### config.mk
export PLATFORM = sky130hd
export DESIGN_NAME = imm_seq
export DESIGN_NICKNAME = d
export VERILOG_FILES = /design/src/rtl/imm_seq.sv
export SDC_FILE = /design/constraint.sdc
export NUM_CORES = 1
export LEC_CHECK = 0
export BUFFER_PORTS_ARGS = -buffer_cell sky130_fd_sc_hd__buf_2
export CORE_ASPECT_RATIO = 1.75
export CORE_MARGIN = 5
export CORE_UTILIZATION = 35
export DETAILED_ROUTE_END_ITERATION = 12
export HOLD_SLACK_MARGIN = 0.03
export SLEW_MARGIN = 20
export SYNTH_ARGS = -nofsm -noshare
export SYNTH_HDL_FRONTEND = slang
export SYNTH_SLANG_ARGS = --single-unit
### constraint.sdc
create_clock -name clk -period 3.7 [get_ports clk]
set_input_delay 0.37 -clock clk [delete_from_list [all_inputs] [get_ports clk]]
set_output_delay 0.37 -clock clk [all_outputs]
set_load 0.01 [all_outputs]
### src/rtl/imm_seq.sv
module imm_seq (
  input  logic        clk,
  input  logic        rst_n,
  input  logic        in_valid,
  input  logic [7:0]  in_data,
  output logic        in_ready,
  input  logic [2:0]  rd_sel,
  output logic [31:0] rd_data,
  output logic        mem_we,
  output logic [31:0] mem_addr,
  output logic [31:0] mem_wdata,
  output logic        alu_req,
  output logic [2:0]  alu_op,
  output logic [31:0] alu_a,
  output logic [31:0] alu_b,
  input  logic [31:0] alu_res,
  input  logic        alu_sf,
  input  logic        alu_zf,
  input  logic        alu_of,
  output logic        flag_sf,
  output logic        flag_zf,
  output logic        flag_of,
  output logic        illegal
);
  localparam int SP_IDX = 4;
  localparam logic [31:0] PUSH_STEP = 32'd4;
  localparam logic [2:0] OP_CMP = 3'd4;

  typedef enum logic [2:0] {ST_OP, ST_MRM, ST_IMM, ST_EXE, ST_HALT} state_t;
  typedef enum logic [1:0] {K_MOVR, K_MOVRM, K_PUSH, K_ALU} kind_t;

  state_t      state;
  kind_t       kind, dk;
  logic [2:0]  dst, aop, dop;
  logic        to_mem, dok;
  logic [1:0]  cnt;
  logic [31:0] imm;
  logic [31:0] rf [8];

  wire take = in_valid && in_ready;
  wire exe  = state == ST_EXE;
  wire [31:0] sp_next = rf[SP_IDX] - PUSH_STEP;
  wire mrm_bad = (in_data[5:3] != 3'd0) || (in_data[7:6] == 2'b01) || (in_data[7:6] == 2'b10);

  always_comb begin
    dk  = K_ALU;
    dop = 3'd0;
    dok = 1'b1;
    if (in_data[7:3] == 5'b10111) dk = K_MOVR;
    else begin
      case (in_data)
        8'hc7:   dk = K_MOVRM;
        8'h68:   dk = K_PUSH;
        8'h25:   dop = 3'd0;
        8'h0d:   dop = 3'd1;
        8'h35:   dop = 3'd2;
        8'h2d:   dop = 3'd3;
        8'h3d:   dop = OP_CMP;
        default: dok = 1'b0;
      endcase
    end
  end

  assign in_ready  = (state == ST_OP) || (state == ST_MRM) || (state == ST_IMM);
  assign rd_data   = rf[rd_sel];
  assign mem_we    = exe && ((kind == K_PUSH) || (kind == K_MOVRM && to_mem));
  assign mem_addr  = (kind == K_PUSH) ? sp_next : rf[dst];
  assign mem_wdata = imm;
  assign alu_req   = exe && (kind == K_ALU);
  assign alu_op    = aop;
  assign alu_a     = rf[0];
  assign alu_b     = imm;

  always_ff @(posedge clk or negedge rst_n) begin
    if (!rst_n) begin
      state   <= ST_OP;
      kind    <= K_MOVR;
      dst     <= 3'd0;
      aop     <= 3'd0;
      to_mem  <= 1'b0;
      cnt     <= 2'd0;
      imm     <= 32'd0;
      illegal <= 1'b0;
      flag_sf <= 1'b0;
      flag_zf <= 1'b0;
      flag_of <= 1'b0;
      for (int i = 0; i < 8; i++) rf[i] <= 32'd0;
    end else begin
      case (state)
        ST_OP: if (take) begin
          if (!dok) begin
            illegal <= 1'b1;
            state   <= ST_HALT;
          end else begin
            kind   <= dk;
            aop    <= dop;
            dst    <= in_data[2:0];
            to_mem <= 1'b0;
            cnt    <= 2'd0;
            state  <= (dk == K_MOVRM) ? ST_MRM : ST_IMM;
          end
        end
        ST_MRM: if (take) begin
          if (mrm_bad) begin
            illegal <= 1'b1;
            state   <= ST_HALT;
          end else begin
            dst    <= in_data[2:0];
            to_mem <= in_data[7:6] == 2'b00;
            state  <= ST_IMM;
          end
        end
        ST_IMM: if (take) begin
          imm <= {in_data, imm[31:8]};
          cnt <= cnt + 2'd1;
          if (cnt == 2'd3) state <= ST_EXE;
        end
        ST_EXE: begin
          case (kind)
            K_MOVR:  rf[dst] <= imm;
            K_MOVRM: if (!to_mem) rf[dst] <= imm;
            K_PUSH:  rf[SP_IDX] <= sp_next;
            K_ALU: begin
              flag_sf <= alu_sf;
              flag_zf <= alu_zf;
              flag_of <= alu_of;
              if (aop != OP_CMP) rf[0] <= alu_res;
            end
          endcase
          state <= ST_OP;
        end
        default: state <= ST_HALT;
      endcase
    end
  end
endmodule

==> summary.md, run 1 <==
| Metric | Value |
|---|---|
| Vias per inst | ~5.9 |
| Max-Slew Margin vs Limit | 0.266 |
| Cell variety after synth | slightly below 80 |
| Chip Height | about 310 um |
| Lkg Pwr | 0.00992 uW |
| #FFs+latches synth | 306 |
| Crit path capture type | output port |
| Fin util | 0.400 |
| Max Fclk | roughly 0.28 GHz |
| Clk sinks | 306 |
| Largest net degree at the start of global routing | 109 |
| Ant diodes | 0 |
| Clock latency at the later pin of the worst-skew pair | 0.58 ns |
| Crit path kind | flip-flop to output port |
| Power consumption | between 7000 and 8000 uW |
| GRT Total Usage | 0.212 |
| Vias in the first global route | 14400 |
| Final ANT Viol Nets | 0 |
| Max cap viols | 0 |
| Clock skew | ~0.017 ns |
| Top cells by count, synth | 314 x mux2_2, 306 x dfrtp_1, 115 x nand2_1 |
| Seq/Total Area, Yosys | 0.422 |
| Synth area leaders | dfrtp_1 42%, mux2_2 20%, mux4_2 11%, buf_4 2.7%, nand2_1 2.4% |
| Clock tree buffer depth | 3 |
| Period utilization | 0.963 |
| Clock tree from TritonCTS | yes |
| Worst Tran Pin Value | between 1 and 1.5 ns |
| Initial antenna violation count | 0 |
| Synth warn | 0 |
| Crit path launch type | flip-flop |
| Highest metal layer with signal wires | met4 |
| Run status | completed |
| Min Tclk post-route | 3.56 ns |
| Drt drc | 0 |
| DP Wirelength | 42300 um |
| P&R area growth vs syn | 13.2% |
| Routability Congestion | ~0.90 |
| # H-tree levels | 1 |
| TritonCTS Buffers | 30 |
| Synth Flop Type | dfrtp_1 |
| Syn nets | 1599 |
| Drt wl/cell | 26.3 um |
| Biggest area consumer among synthesized cells | dfrtp_1 |
| Fin worst setup slack | between 0.1 and 0.15 ns |
| Most common cell in the netlist | mux2_2 |
| Drt first-iter violations | between 900 and 1000 |
| Starting Density | 0.353 |
| Worst-path clk slew | 0.06 ns |
| Pwr dens | 360 nW/um2 |
| Site Rows | 110 |
| Worst hold path type | input port to flip-flop |
| Worst path arrival time | 3.19 ns |
| Met1 WL | 23400 um |
| Gate Count Post-Synth | 1548 |
| Final Hold Viols | 0 |
| Die width | 182 um |
| Fraction of registers with async set/reset | 1.00 |
| Pre-CTS setup slack | approximately 0.60 ns |
| Share of the synthesized area in the top cell type | 0.422 |
| Cell Area, Synth | 18100 um2 |
| First-pass GRT wire length | 93000 um |
| Routed wire length | between 60000 and 70000 um |
| Nets | 1693 |
| Met3 routed WL | 3550 um |
| Mapped Avg Cell Area | between 10 and 15 um2 |
| Die Area | 56600 um2 |
| Grt ovf | 0 |
| Slew Limit Fails | 0 |
| Detail Route met2 WL | roughly 31000 um |
| Ports | between 200 and 250 |
| # setup viols final | 0 |
| Detailed Routing Iterations Pass 1 | 7 |
| Share of layout cells above drive strength 1 | 0.457 |
| EDFF count, synth | 0 |
| Root Driver | clkbuf_16 |
| Port Buf Inserts | ~220 |
| Req. time, crit path | 3.33 ns |
| Core area | 51300 um2 |
| Peak supply drop | ~240 uV |
| CP max FO | 7 |
| Via count | 13700 |
repair_timing:
action,in CTS,in global routing
hold endpoints to repair,103,0
buffers inserted,0,3
hold buffers,3,0
setup endpoints to repair,1,1
gates resized for setup,2,0
cell usage in the layout (no fill, tap or decap), types with 7 or more instances in the layout:
cell type and n:
nand2_1 114, o21ai_0 47, nor3_1 14, a211oi_1 13, clkbuf_8 8, a31oi_1 10, mux4_2 85, a32oi_1 8
o2bb2ai_1 8, buf_12 7, buf_4 57, nand3_1 49, nor2b_1 14, xnor2_1 16, mux2_2 314, a22oi_1 24
a21oi_1 71, a221oi_1 9, xor2_1 8, dfrtp_1 303, o211ai_1 10, nor2_1 37, buf_2 216, mux2i_1 34
clkbuf_16 31, inv_1 10, and3_1 10
metal layers:
layer	up-vias	global-route usage
met5	-	0
met4	0	0.0872
met3	140	0.0264
met2	558	0.377
met1	7133	0.257
li1	5877	-
critical path: stages (launching register included):
cell	delay [ns]
dfrtp_1	0.45
inv_1	0.13
ha_1	0.26
nor3b_4	0.38
and4_1	0.38
and3_1	0.31
a21oi_1	0.11
or3_1	0.42
buf_2	0.17
metrics by stage:
stage                     std cells  hold slack, ns  area (um2)   TNS, ns
final                          2334          0.0507       20500         0
after global routing           2334          0.0567       20500  -0.00153
after detailed placement       2276           0.441       19500         0
after CTS                      2331          0.0325       20500         0
after floorplan                1548          0.0744       18100         0
after global placement         2276           0.442       19500         0
worst paths after layout:
check	to	start	depth (start not counted)	slack, ns
max in group asynchronous	rf[181]$_DFFE_PN0P_	rst_n	3	2.19
hold reg to reg	illegal$_DFFE_PN0P_	illegal$_DFFE_PN0P_	1	0.45
hold / removal	flag_zf$_DFFE_PN0P_	alu_zf	2	0.05
setup / recovery	mem_addr[26]	rf[98]$_DFFE_PN0P_	8	0.14
min in group asynchronous	alu_a[3]$_DFFE_PN0P_	rst_n	2	0.40
setup reg to reg	alu_a[23]$_DFFE_PN0P_	dst[2]$_DFFE_PN0P_	6	1.13
sequential cells by signal, summed over array words and instances (netlist names):
name,cells
kind,2
flag_of,1
alu_op,3
to_mem,1
alu_b,32
flag_sf,1
illegal,1
state,3
cnt,2
dst,3
flag_zf,1
rf,224
alu_a,32
layout make-up:
cell class / count / area, um2
tap: 672 / 841
timing repair buffer: 284 / 1690
clock buffer: 43 / 901
fill: 4985 / 30800
sequential: 306 / 7670
multi-input combinational: 1010 / 9300
clock inverter: 9 / 82.6
inverter: 10 / 37.5
power by group:
| part | internal, uW | total (uW) | switching, uW |
|---|---|---|---|
| Clock | 1750 | 3130 | 1370 |
| Sequential | 3350 | 3430 | 73.7 |
| Combinational | 272 | 829 | 557 |
| Total | 5380 | 7380 | 2000 |
cells by family after synthesis:
group	Yosys count	synth area share
buf+inv	232	0.0671
flops	306	0.422
mux	434	0.321
fa+ha+maj	2	0.00138
xor+xnor	24	0.0116
compound gates	249	0.0909
simple gates	301	0.0858
(Power assumes the default switching activity.)
==> run 2, diff against run 1 <==
- ABC_AREA: not set -> 1
==> run 2 against run 1 <==
Power is 3.6% lower. Worst hold slack improved by 0.043 ns. Sequential share of layout area increased by 1.7 points. Wire length up 19%. Global-route usage is 5.1 points higher. Synthesized cell count up 52%. Count of clock-buffer cells in the layout is 5 lower. Clock skew up 0.0050 ns.
==> summary.md, run 2 <==
| Metric | Value |
|---|---|
| Run status | completed (unchanged) |
| Period utilization | 0.875 (was 0.963) |
| Clock tree from TritonCTS | yes (unchanged) |
| Initial antenna violation count | 1 (was 0) |
| Grt ovf | 0 (unchanged) |
| Final Hold Viols | 0 (unchanged) |
| Site Rows | 107 (was 110) |
| Largest net degree at the start of global routing | 106 (was 109) |
| Design Area, Final | 19600 um2 (was 20500 um2) |
| Share of the synthesized area in the top cell type | 0.443 (was 0.422) |
| Share of layout cells above drive strength 1 | 0.149 (was 0.457) |
| Drt drc | 0 (unchanged) |
| Ant diodes | 0 (unchanged) |
| Core area | 48900 um2 (was 51300 um2) |
| Cell Area, Synth | 17300 um2 (was 18100 um2) |
| Clock latency at the later pin of the worst-skew pair | 0.60 ns (was 0.58 ns) |
| Routing usage on met1 | 0.308 (was 0.257) |
| Synth warn | 0 (unchanged) |
| CP max FO | 21 (was 7) |
| Cell variety after synth | 33 (was 79) |
| Port Buf Inserts | 218 (unchanged) |
| Ports | 219 (unchanged) |
| Post-CTS sizing | 0 (was 2) |
| Seq/Total Area, Yosys | 0.443 (was 0.422) |
| # H-tree levels | 1 (unchanged) |
| Most frequent cells in the layout | 548 x nand2_1, 323 x o21ai_0, 304 x dfrtp_1, 216 x buf_2, 203 x inv_1 (was 314 x mux2_2, 303 x dfrtp_1, 216 x buf_2, 114 x nand2_1, 85 x mux4_2) |
| Crit path capture type | output port (unchanged) |
| Max Fclk | 0.309 GHz (was 0.281 GHz) |
| Worst Path Buf+Inv | 5 (was 2) |
| Vias per inst | 5.55 (was 5.87) |
| Most common cell in the netlist | nand2_1 (was mux2_2) |
| Starting Density | 0.354 (was 0.353) |
| Via count | 17400 (was 13700) |
| Drt wl/cell | 23.2 um (was 26.3 um) |
| Clock skew | 0.0216 ns (was 0.0166 ns) |
| GRT Total Usage | 0.262 (was 0.212) |
| Pwr dens | 362 nW/um2 (was 360 nW/um2) |
| Routing usage on met2 | 0.451 (was 0.377) |
| Synth Flop Type | dfrtp_1 (unchanged) |
| Drt first-iter violations | 1689 (was 935) |
| Routability Congestion | 0.946 (was 0.902) |
| Routed wire length | 72900 um (was 61300 um) |
| #FFs+latches synth | 306 (unchanged) |
| Max-Slew Margin vs Limit | 0.335 (was 0.266) |
| CP max-delay cell | dfrtp_1 (unchanged) |
| Min Tclk post-route | 3.24 ns (was 3.56 ns) |
| Top cells by count, synth | 549 x nand2_1, 323 x o21ai_0, 306 x dfrtp_1 (was 314 x mux2_2, 306 x dfrtp_1, 115 x nand2_1) |
| Max stage delay on crit path | 0.59 ns (was 0.45 ns) |
| RSZ-0062 raised after global routing | false |
| Worst path arrival time | 2.87 ns (was 3.19 ns) |
| Clk sinks | 306 (unchanged) |
| Critical-path cell list | nand3_1, buf_4, inv_2, buf_12, nand2_1, o21ai_0, inv_1, nand4_1, nand2_1, nand2_1, buf_2 (was inv_1, ha_1, nor3b_4, and4_1, and3_1, a21oi_1, or3_1, buf_2) |
| Worst hold path type | input port to flip-flop (unchanged) |
| Max cap viols | 0 (unchanged) |
| Synth area leaders | dfrtp_1 44%, nand2_1 12%, o21ai_0 9.3%, o21ai_1 4.8%, inv_1 4.4% (was dfrtp_1 42%, mux2_2 20%, mux4_2 11%, buf_4 2.7%, nand2_1 2.4%) |
| Worst-path clk slew | 0.07 ns (was 0.06 ns) |
| Req. time, crit path | 3.33 ns (about the same) |
| DP Wirelength | 51800 um (was 42300 um) |
| Nets | 2514 (was 1693) |
| Mapped Avg Cell Area | 7.35 um2 (was 11.7 um2) |
| Setup TNS | 0 ns (unchanged) |
| Most used cell, CP | nand2_1 |
| EDFF count, synth | 0 (unchanged) |
| Chip Height | 304 um (was 311 um) |
| Detailed Routing Iterations Pass 1 | 8 (was 7) |
| Final ANT Viol Nets | 0 (unchanged) |
| M3 GR Usage | 0.0385 (was 0.0264) |
| Largest register by flop count | rf (unchanged) |
| GR peak layer | met2 (unchanged) |
| # setup viols final | 0 (unchanged) |
| Syn nets | 2405 (was 1599) |
| First-pass GRT wire length | 109000 um (was 93000 um) |
| Most common cell after layout, fill and taps aside | nand2_1 (was mux2_2) |
| Fraction of registers with async set/reset | 1.00 (unchanged) |
| Vias in the first global route | 17300 (was 14400) |
| P&R area growth vs syn | 13.6% (was 13.2%) |
| Peak supply drop | 302 uV (was 245 uV) |
| Lkg Pwr | 0.00891 uW (was 0.00992 uW) |
| Root Driver | clkbuf_16 (unchanged) |
| Worst Tran Pin Value | 0.997 ns (was 1.10 ns) |
| Die Area | 54100 um2 (was 56600 um2) |
| Delay-heaviest family, CP | buffers and inverters (was simple AND/OR/NAND/NOR gates) |
| Crit path launch type | flip-flop (unchanged) |
| Largest register FFs | 224 (unchanged) |
| CTS Hold Bufs | 4 (was 3) |
| Clock tree buffer depth | 3 (unchanged) |
| Biggest area consumer among synthesized cells | dfrtp_1 (unchanged) |
| Post-CTS setup buffers | 0 (unchanged) |
| Die width | 178 um (was 182 um) |
| Slew Limit Fails | 0 (unchanged) |
| Crit path kind | flip-flop to output port (unchanged) |
| Gate Count Post-Synth | 2354 (was 1548) |
| Placed instance area | 18600 um2 (was 19500 um2) |
| TritonCTS Buffers | 31 (was 30) |
[run 2: final cells by class]
class / instances / area (um2)
multi-input combinational: 1627 / 7680
clock buffer: 38 / 852
tap: 654 / 818
inverter: 215 / 810
timing repair buffer: 282 / 1710
fill: 5093 / 29200
clock inverter: 20 / 106
sequential: 306 / 7660
[run 2: power by group]
part	internal (uW)	switching [uW]
Sequential	3350	5.79
Combinational	186	480
Clock	1630	1460
[run 2: path summary, 6_finish.rpt]
kind	from	to	slack, ns	cells past startpoint
max in group asynchronous	rst_n	rf[0]$_DFFE_PN0P_	2.30	3
worst min register to register	illegal$_DFFE_PN0P_	illegal$_DFFE_PN0P_	0.47	2
worst min-delay path	alu_res[6]	alu_a[6]$_DFFE_PN0P_	0.09	3
min in group asynchronous	rst_n	rf[210]$_DFFE_PN0P_	0.44	2
worst max-delay path	dst[0]$_DFFE_PN0P_	mem_addr[29]	0.46	11
worst max register to register	dst[0]$_DFFE_PN0P_	alu_a[13]$_DFFE_PN0P_	1.09	8
[run 2: routing by layer]
layer / part of all wire / routed length (um)
met3: 0.070 / 5130
met5: 0.00022 / 16
met2: 0.49 / 36000
met1: 0.37 / 26800
met4: 0.067 / 4890
[run 2: per-stage QoR]
| stage | setup slack [ns] | hold WS [ns] | power, uW | cells | util |
|---|---|---|---|---|---|
| after detailed placement | 1.11 | 0.452 | 4080 | 3080 | 0.381 |
| after global routing | 0.236 | 0.0906 | 7330 | 3142 | 0.402 |
| after CTS | 0.474 | 0.0728 | 7160 | 3142 | 0.402 |
| final | 0.462 | 0.0940 | 7110 | 3142 | 0.402 |
| after floorplan | 1.81 | 0.0744 | 3720 | 2354 | - |
| after global placement | 1.18 | 0.447 | 4070 | 3080 | 0.381 |
[run 2: worst reg2reg max path, delay by kind of cell, from the launching register on]
kind	cells	cell delay [ns]
simple gates	3	0.95
buf+inv	3	0.71
flops	1	0.59
compound gates	2	0.21
[run 2: cell families after synthesis]
group                      synth area share
AOI/OAI and AO/OA                     0.240
xor gates and xnor gates            0.00203
DFF                                   0.443
and+or+nand+nor                       0.201
adders and majority gates           0.00145
buffers and inverters                 0.113
==> run 3, diff against run 2 <==
- BUFFER_PORTS_ARGS: -buffer_cell sky130_fd_sc_hd__buf_2 -> not set
- CORE_MARGIN: 5 -> 3
- DONT_BUFFER_PORTS: not set -> 1
==> run 3 against run 2 <==
The run now ends with hold timing left. Sequential cell count did not move. Final area fell by 6.0%. Combinational power fell by 35%. Via count down 5.2%. Core utilization decreased by 2.3 points. Sequential power about the same. Critical path type unchanged. Largest power group is now clock.
==> summary.md, run 3 (same netlist as run 2, synthesis figures left out) <==
| Metric | Value |
|---|---|
| Routing usage on met1 | 0.288 (was 0.308) |
| Clock latency at the later pin of the worst-skew pair | 0.59 ns (was 0.60 ns) |
| Largest register FFs | 224 (unchanged) |
| Largest net degree at the start of global routing | 307 (was 106) |
| Min Tclk post-route | 3.46 ns (was 3.24 ns) |
| Req. time, crit path | 3.33 ns (about the same) |
| Grt ovf | 0 (unchanged) |
| GRT Total Usage | 0.255 (was 0.262) |
| Initial antenna violation count | 0 (was 1) |
| Max Fclk | 0.289 GHz (was 0.309 GHz) |
| RSZ-0062 raised after global routing | false (unchanged) |
| Nets | 2280 (was 2514) |
| CTS Hold Bufs | 13 (was 4) |
| Setup TNS | 0 ns (unchanged) |
| Worst Path Buf+Inv | 2 (was 5) |
| # H-tree levels | 1 (unchanged) |
| Most frequent cells in the layout | 548 x nand2_1, 323 x o21ai_0, 304 x dfrtp_1, 203 x inv_1, 179 x nor2_1 (was 548 x nand2_1, 323 x o21ai_0, 304 x dfrtp_1, 216 x buf_2, 203 x inv_1) |
| # setup viols final | 0 (unchanged) |
| Crit path kind | flip-flop to output port (unchanged) |
| Switching power share of the total | 0.244 (was 0.274) |
| Clk sinks | 306 (unchanged) |
| Peak supply drop | 317 uV (was 302 uV) |
| Critical-path cell list | nand3_1, inv_4, nand2_1, o21ai_0, a21oi_1, nand2_1, nand2_1, o21ai_0, buf_4 (was nand3_1, buf_4, inv_2, buf_12, nand2_1, o21ai_0, inv_1, nand4_1, nand2_1, nand2_1, buf_2) |
| Vias per inst | 5.69 (was 5.55) |
| Internal power | 5430 uW (was 5170 uW) |
| Worst Tran Pin Value | 0.886 ns (was 0.997 ns) |
| Run status | complete, but fails checks (was completed) |
| Most used cell, CP | nand2_1 (unchanged) |
| Final ANT Viol Nets | 0 (unchanged) |
| Via count | 16500 (was 17400) |
| Max-Slew Margin vs Limit | 0.408 (was 0.335) |
| M3 GR Usage | 0.0514 (was 0.0385) |
| P&R area growth vs syn | 6.74% (was 13.6%) |
| Routed wire length | 68900 um (was 72900 um) |
| Routability Congestion | 0.949 (was 0.946) |
| Drt first-iter violations | 1729 (was 1689) |
| Chip Height | 300 um (was 304 um) |
| Failing checks | hold timing |
| Max cap viols | 0 (unchanged) |
| Max stage delay on crit path | 0.63 ns (was 0.59 ns) |
| Ports | 219 (unchanged) |
| Root Driver | clkbuf_16 (unchanged) |
| Clock tree buffer depth | 3 (unchanged) |
| Slew Limit Fails | 0 (unchanged) |
| CP max FO | 28 (was 21) |
| Core area | 48700 um2 (was 48900 um2) |
| Lkg Pwr | 0.00791 uW (was 0.00891 uW) |
| Clock share of power | 0.472 (was 0.435) |
| Logic pwr share | 0.061 (was 0.094) |
| Crit path launch type | flip-flop (unchanged) |
| Share of layout cells above drive strength 1 | 0.0542 (was 0.149) |
| Starting Density | 0.355 (was 0.354) |
| Die Area | 52200 um2 (was 54100 um2) |
| First-pass GRT wire length | 102000 um (was 109000 um) |
| Drt wl/cell | 23.7 um (was 23.2 um) |
| Detailed Routing Iterations Pass 1 | 6 (was 8) |
| Port Buf Inserts | 0 (was 218) |
| Crit path capture type | output port (unchanged) |
| Critical path depth | 9 (was 11) |
| Vias in the first global route | 16200 (was 17300) |
| Largest register by flop count | rf (unchanged) |
| Delay-heaviest family, CP | buffers and inverters (unchanged) |
| CP max-delay cell | inv_4 (was dfrtp_1) |
| Drt drc | 0 (unchanged) |
| Routing usage on met2 | 0.436 (was 0.451) |
| Worst path arrival time | 3.09 ns (was 2.87 ns) |
| Pwr dens | 389 nW/um2 (was 362 nW/um2) |
| Worst hold path type | input port to async pin (was input port to flip-flop) |
| Switching power | 1750 uW (was 1950 uW) |
| TritonCTS Buffers | 30 (was 31) |
| Worst-path clk slew | 0.07 ns (about the same) |
| Site Rows | 107 (unchanged) |
| Worst hold margin | -0.520 ns (was 0.0940 ns) |
| Clock tree from TritonCTS | yes (unchanged) |
| Fin util | 0.379 (was 0.402) |
| Worst R2R Path Depth | 8 (unchanged) |
| Post-CTS setup buffers | 0 (unchanged) |
| Die width | 174 um (was 178 um) |
| Power consumption | 7180 uW (was 7110 uW) |
| Period utilization | 0.936 (was 0.875) |
| Fraction of power consumed by sequential logic | 0.467 (was 0.471) |
| Clock skew | 0.0117 ns (was 0.0216 ns) |
| GR peak layer | met2 (unchanged) |
| Final Hold Viols | 306 (was 0) |
| Most common cell after layout, fill and taps aside | nand2_1 (unchanged) |
| Ant diodes | 0 (unchanged) |
| DP Wirelength | 47200 um (was 51800 um) |
run 3: changes by cell type in the layout (fill, tap and decap cells not counted), sizes merged:
cell and delta:
clkinv -11, bufinv +5, buf -242, clkbuf +3, dlygate4sd3 +9
run 3: power groups by stage:
stage / Clock [uW] / Sequential, uW / Combinational, uW
2_1_floorplan: 0 / 3410 / 305
3_3_place_gp: 0 / 3420 / 414
3_5_place_dp: 0 / 3420 / 419
4_1_cts: 3440 / 3350 / 432
5_1_grt: 3540 / 3350 / 470
6_report: 3390 / 3350 / 436
run 3: final cells by class:
type | instances | area, um2
Inverter | 215 | 812
Clock buffer | 41 | 853
Multi-Input combinational cell | 1627 | 7690
Timing Repair Buffer | 49 | 413
Fill cell | 5160 | 30300
Sequential cell | 306 | 7660
Tap cell | 654 | 818
Clock inverter | 14 | 205
run 3: layer usage:
layer / up-vias / routed length [um]
li1: 7566 / -
met1: 7903 / 24700
met2: 820 / 33300
met3: 232 / 5560
met4: 0 / 5340
met5: - / 0
run 3: worst paths after layout:
path / start / end / slack [ns]
setup / recovery: dst[0]$_DFFE_PN0P_ / mem_addr[1] / 0.24
hold / removal: rst_n / alu_a[16]$_DFFE_PN0P_ / -0.52
setup reg to reg: kind[0]$_DFFE_PN0P_ / rf[98]$_DFFE_PN0P_ / 0.90
hold reg to reg: rf[27]$_DFFE_PN0P_ / rf[27]$_DFFE_PN0P_ / 0.49
max in group asynchronous: rst_n / rf[196]$_DFFE_PN0P_ / 3.63
min in group clk: alu_res[10] / alu_a[10]$_DFFE_PN0P_ / 0.05
run 3: per-stage QoR:
| stage | std cells | setup slack, ns | cell area [um2] |
|---|---|---|---|
| after floorplan | 2354 | 1.81 | 17300 |
| after global placement | 2838 | 0.807 | 17300 |
| after detailed placement | 2838 | 0.713 | 17300 |
| after CTS | 2906 | 0.0890 | 18400 |
| after global routing | 2906 | 0.184 | 18500 |
| final | 2906 | 0.237 | 18500 |
run 3: worst reg2reg max path, stage by stage, from the launching register on:
cell and delay [ns]:
dfrtp_2 0.66, inv_1 0.12, nand2_2 0.34, inv_2 0.35
nor2_4 0.65, inv_1 0.25, o22ai_1 0.17, nand2_1 0.08
o21ai_0 0.10
run 3: what timing repair did:
item	CTS	global route
endpoints found under the setup margin	0	1
gates resized for setup	0	2
hold endpoints to repair	322	306
